<file path="config.mk">
export PLATFORM = sky130hd
export DESIGN_NAME = evt_irq_reg
export DESIGN_NICKNAME = d
export VERILOG_FILES = /design/src/rtl/dma_evt_pkg.sv /design/src/rtl/evt_ctrl.sv /design/src/rtl/evt_dp.sv /design/src/rtl/evt_irq_reg.sv
export SDC_FILE = /design/constraint.sdc
export NUM_CORES = 1
export LEC_CHECK = 0
export CAP_MARGIN = 10
export CORE_ASPECT_RATIO = 1.5
export CORE_MARGIN = 10
export CORE_UTILIZATION = 33
export DETAILED_ROUTE_END_ITERATION = 16
export GPL_TIMING_DRIVEN = 0
export PLACE_DENSITY = 0.79
export SLEW_MARGIN = 10
export SYNTH_ARGS = -nofsm -noshare
export SYNTH_HDL_FRONTEND = slang
export SYNTH_SLANG_ARGS = --single-unit
</file>
<file path="constraint.sdc">
create_clock -name clk -period 1.16 [get_ports clk]
set_input_delay 0.116 -clock clk [delete_from_list [all_inputs] [get_ports clk]]
set_output_delay 0.116 -clock clk [all_outputs]
set_load 0.01 [all_outputs]
</file>
<file path="src/rtl/dma_evt_pkg.sv">
package dma_evt_pkg;
  localparam int NUM_EVT = 10;
  localparam int NUM_IRQ = 3;
  localparam int REG_W   = 32;

  // Write decode handed from control to datapath
  typedef struct packed {
    logic               wr;     // a register write happens this cycle
    logic [NUM_EVT-1:0] stClr;  // clear request per status flag
    logic [NUM_EVT-1:0] enVal;  // new enable values (valid with wr)
  } ctrlStrb_t;

  // Register bit holding the status flag of event n
  function automatic int statusPos(input int n);
    return (n > 1) ? n + 14 : n;
  endfunction

  // Register bit holding the enable of event n
  function automatic int enablePos(input int n);
    return (n > 1) ? n + 22 : n + 8;
  endfunction

  // Interrupt line an event feeds
  function automatic int irqGroup(input int n);
    if (n == 1) return 0;
    if ((n % 2) == 0) return 1;
    return 2;
  endfunction

  function automatic logic [NUM_EVT-1:0] groupMask(input int g);
    logic [NUM_EVT-1:0] m;
    m = '0;
    for (int n = 0; n < NUM_EVT; n++) m[n] = (irqGroup(n) == g);
    return m;
  endfunction

  function automatic logic [REG_W-1:0] validBits();
    logic [REG_W-1:0] v;
    v = '0;
    for (int n = 0; n < NUM_EVT; n++) begin
      v[statusPos(n)] = 1'b1;
      v[enablePos(n)] = 1'b1;
    end
    return v;
  endfunction
endpackage

</file>
<file path="src/rtl/evt_ctrl.sv">
module evt_ctrl
  import dma_evt_pkg::*;
#(
  parameter int EVT_N = NUM_EVT,
  parameter int DATA_W = REG_W
) (
  input  logic              regWe,
  input  logic [DATA_W-1:0] regWdata,
  output ctrlStrb_t         strb
);
  logic [EVT_N-1:0] clrVec;
  logic [EVT_N-1:0] enVec;

  for (genvar n = 0; n < EVT_N; n++) begin : g_dec
    localparam int SP = statusPos(n);
    localparam int EP = enablePos(n);
    assign clrVec[n] = regWe & ~regWdata[SP];
    assign enVec[n]  = regWdata[EP];
  end

  assign strb.wr    = regWe;
  assign strb.stClr = clrVec;
  assign strb.enVal = enVec;
endmodule

</file>
<file path="src/rtl/evt_dp.sv">
module evt_dp
  import dma_evt_pkg::*;
#(
  parameter int EVT_N = NUM_EVT,
  parameter int LINE_N = NUM_IRQ,
  parameter int DATA_W = REG_W
) (
  input  logic              clk,
  input  logic              rstN,
  input  ctrlStrb_t         strb,
  input  logic [EVT_N-1:0]  evtPulse,
  output logic [DATA_W-1:0] regRdata,
  output logic [LINE_N-1:0] irq
);
  localparam logic [DATA_W-1:0] VALID = validBits();

  logic [EVT_N-1:0] statusQ;
  logic [EVT_N-1:0] enableQ;
  logic [EVT_N-1:0] pendEn;

  // Sticky flags: a new event outranks a same-cycle clear
  always_ff @(posedge clk or negedge rstN) begin
    if (!rstN) statusQ <= '0;
    else       statusQ <= (statusQ & ~strb.stClr) | evtPulse;
  end

  always_ff @(posedge clk or negedge rstN) begin
    if (!rstN)        enableQ <= '0;
    else if (strb.wr) enableQ <= strb.enVal;
  end

  assign pendEn = statusQ & enableQ;

  always_comb begin
    regRdata = '0;
    for (int n = 0; n < EVT_N; n++) begin
      regRdata[statusPos(n)] = statusQ[n];
      regRdata[enablePos(n)] = enableQ[n];
    end
  end

  for (genvar g = 0; g < LINE_N; g++) begin : g_line
    localparam logic [EVT_N-1:0] MASK = groupMask(g);
    logic lineQ;
    always_ff @(posedge clk or negedge rstN) begin
      if (!rstN) lineQ <= 1'b0;
      else       lineQ <= |(pendEn & MASK);
    end
    assign irq[g] = lineQ;

    // a line high now had a contributing enable set a cycle ago
    assert_line_has_enable_R11: assert property (@(posedge clk) disable iff (!rstN)
      lineQ |-> $past(|(enableQ & MASK)));
  end

  for (genvar n = 0; n < EVT_N; n++) begin : g_chk
    assert_set_on_event_R2: assert property (@(posedge clk) disable iff (!rstN)
      evtPulse[n] |=> statusQ[n]);
    assert_event_beats_clear_R9: assert property (@(posedge clk) disable iff (!rstN)
      (evtPulse[n] && strb.stClr[n]) |=> statusQ[n]);
    assert_clear_on_zero_R3: assert property (@(posedge clk) disable iff (!rstN)
      (strb.stClr[n] && !evtPulse[n]) |=> !statusQ[n]);
    assert_status_holds_R3: assert property (@(posedge clk) disable iff (!rstN)
      (!strb.stClr[n] && !evtPulse[n]) |=> $stable(statusQ[n]));
  end

  assert_enable_holds_R4: assert property (@(posedge clk) disable iff (!rstN)
    !strb.wr |=> $stable(enableQ));
  assert_addr_err_line_R6: assert property (@(posedge clk) disable iff (!rstN)
    irq[0] |-> $past(regRdata[statusPos(1)] && regRdata[enablePos(1)]));
  assert_reserved_zero_R10: assert property (@(posedge clk) disable iff (!rstN)
    (regRdata & ~VALID) == '0);
endmodule

</file>
<file path="src/rtl/evt_irq_reg.sv">
module evt_irq_reg
  import dma_evt_pkg::*;
#(
  parameter int EVT_N = NUM_EVT,
  parameter int LINE_N = NUM_IRQ,
  parameter int DATA_W = REG_W
) (
  input  logic              clk,
  input  logic              rstN,
  input  logic              regWe,
  input  logic [DATA_W-1:0] regWdata,
  output logic [DATA_W-1:0] regRdata,
  input  logic [EVT_N-1:0]  evtPulse,
  output logic [LINE_N-1:0] irq
);
  ctrlStrb_t strb;

  evt_ctrl #(.EVT_N(EVT_N), .DATA_W(DATA_W)) u_ctrl (
    .regWe    (regWe),
    .regWdata (regWdata),
    .strb     (strb)
  );

  evt_dp #(.EVT_N(EVT_N), .LINE_N(LINE_N), .DATA_W(DATA_W)) u_dp (
    .clk      (clk),
    .rstN     (rstN),
    .strb     (strb),
    .evtPulse (evtPulse),
    .regRdata (regRdata),
    .irq      (irq)
  );
endmodule

</file>
==> metrics.md <==
| Metric | Value |
|---|---|
| Seq/Total Area, Yosys | 55.1% |
| DP HPWL | 2.51 mm |
| Crit. End Element | output port |
| Final GP Congestion | 0.756 |
| Diodes inserted | 0 |
| CP endpoint | irq[1] |
| Die span in y | 88.9 um |
| Largest net degree at the start of global routing | 24 |
| Initial antenna violation count | 0 |
| Post-Synthesis Cells | 78 |
| Root buf cell | clkbuf_8 |
| Status | completed |
| I/O Buffers | 54 |
| Vias in the first global route | 927 |
| VDD IR max | 0.000495 V |
| Final Max Slew Viols | 0 |
| First-pass GRT wire length | 4.69 mm |
| Critical Path Start Type | register |
| Yosys cell types | 12 |
| FF-to-FF path depth | 2 |
| IO Count | 80 |
| Vias/cell | 4.29 |
| Reg clk slew, reported paths | 0.08 ns |
| Max FO, Critical Path | 1 |
| Htree depth | 1 |
| Final hold viol count | 0 |
| RR Endpoint | u_dp.g_line[1].lineQ |
| Reg2reg start | u_dp.enableQ[0] |
| HP Class | input port to async pin |
| CTS sink count | 23 |
| FP Rows | 25 |
| Setup Viol. Count Final | 0 |
| Maximum clock path buffer count | 2 |
| CP startpoint | u_dp.g_line[1].lineQ |
| Via Count | 802 |
| Antenna Nets Post-Route | 0 |
| WP data required | 1.04 ns |
| Setup TNS | 0 ns |
| Final WL | 2.97 mm |
| Slew @ Worst Pin | 1.00 ns |
| Fraction of layout instances using a drive strength above 1 | 20.4% |
| Leading cell type in the layout, fill and taps excluded | clkdlybuf4s50_1 |
| Most frequent cells in the layout | clkdlybuf4s50_1, dfrtp_1, dlygate4sd2_1, buf_4, conb_1 |
| Die area | 0.00586 sq mm |
| Cell Pwr Density | 1090 mW/mm^2 |
| Starting DRT DRC Count | 48 |
| Placed inst area | 0.00168 sq mm |
| GRT Overall Usage | 10.3% |
| Post-Layout Inst Area | 0.00170 sq mm |
| Die X | 65.9 um |
| Core area | 0.00310 sq mm |
| RSZ-0062 raised after global routing | false |
| Synthesis-to-finish area growth | 62.6% |
| Peak Freq | 913 MHz |
| Initial core utilization | 33.7% |
| Layout net count | 193 |
| Final cell count without fillers | 187 |
| CTS tree | built |
| Total grt overflow | 0 |
| Layout fillers | 277 |
| CTS buffer count | 3 |
| Routed len/inst | 15.9 um |
| Crit path time final | 1.10 ns |
| R2R Setup Slk | 0.20 ns |
| Total of max-cap violations | 0 |
| Clk_lat worst skew | 0.25 ns |
| Yosys warns | 0 |
| Synth Register Bits | 23 |
| Final Skew | 0.00107 ns |
| Arrival time at the worst endpoint | 0.98 ns |
| DRT Pass-1 Iters | 4 |
| Critical path class | register to output port |
| Residual DRC count | 0 |
| Post-Syn Area per Cell | 13.4 sq um |
| Cell leakage power | 0.793 nW |
| Cts hold-fix bufs | 0 |
| Final period utilization | 94.5% |
| Rel. slew slack | 32.9% |
| Cell Area, Synth | 0.00104 sq mm |
| Placed insts | 183 |
## cells by family after synthesis
family / after synthesis / share of synthesized area (%)
multiplexers: 10 / 14.4
flip-flops: 23 / 55.1
AND/OR/NAND/NOR: 13 / 7.31
buffers and inverters: 17 / 12.6
other: 1 / 0.359
AO/OA/AOI/OAI: 14 / 10.3
## flip-flops by register name (all words and copies together), names as in the netlist
register and cells:
u_dp.statusQ 10, u_dp.g_line.lineQ 3, u_dp.enableQ 10
## critical path, stage by stage (launching register included)
cell and delay [ns]:
dfrtp_1 0.38, buf_4 0.12, clkdlybuf4s15_1 0.22
## layer usage
metal / GRT usage, % / vias to the layer above / wire [um]
li1: - / 372 / -
met1: 9.92 / 383 / 1000
met2: 18.7 / 47 / 1570
met3: 5.40 / 0 / 398
met4: 2.29 / 0 / 0
met5: 0 / - / 0
## through the flow
stage                     hold WS, ns  total power, W  util [%]  worst slack, ns
after floorplan                -0.180         0.00114         -            0.238
after global placement          0.478         0.00142      54.1           -0.197
after detailed placement        0.488         0.00144      54.1           -0.242
after CTS                       0.217         0.00188      54.7          0.00623
after global routing            0.111         0.00196      54.9           0.0142
final                          0.0169         0.00185      54.9           0.0642
## layout make-up
cell class                 count  area [sq um]  area share (%)
tap                           40          50.0            2.95
clock buffer                   4          45.0            2.65
sequential                    23           576            33.9
multi-input combinational     49           379            22.3
timing repair buffer          54           518            30.5
buffer                        17           131            7.73
## synth_stat cells
master / number / area share, %
a22oi_1: 3 / 2.2
clkbuf_4: 1 / 0.72
a21o_1: 10 / 7.2
buf_4: 15 / 11
a222oi_1: 1 / 0.96
dfrtp_1: 23 / 55
nand2_1: 2 / 0.72
and2_1: 1 / 0.60
nand2b_1: 10 / 6.0
conb_1: 1 / 0.36
mux2_4: 10 / 14
buf_6: 1 / 1.1
## worst min-delay path by stage
stage                          startpoint  slack (ns)              endpoint
after floorplan                      rstN       -0.18       u_dp.enableQ[0]
after global placement    u_dp.statusQ[1]        0.48       u_dp.statusQ[1]
after detailed placement            regWe        0.49       u_dp.enableQ[3]
after CTS                           regWe        0.22       u_dp.enableQ[3]
after global routing                 rstN        0.11  u_dp.g_line[0].lineQ
final                                rstN        0.02       u_dp.enableQ[4]
## power breakdown
group	total, W	internal [W]	switching (W)
Clock	0.000483	0.000244	0.000239
Combinational	0.000452	0.000285	0.000166
Sequential	0.000920	0.000869	0.0000506
Total	0.00185	0.00140	0.000455
## what timing repair did
item                                   CTS  global route
setup endpoints to repair               23            26
resized for setup                       23             4
buffers inserted                         0             0
endpoints found under the hold margin    0             0
No activity file was read; power rests on OpenSTA's default activity.
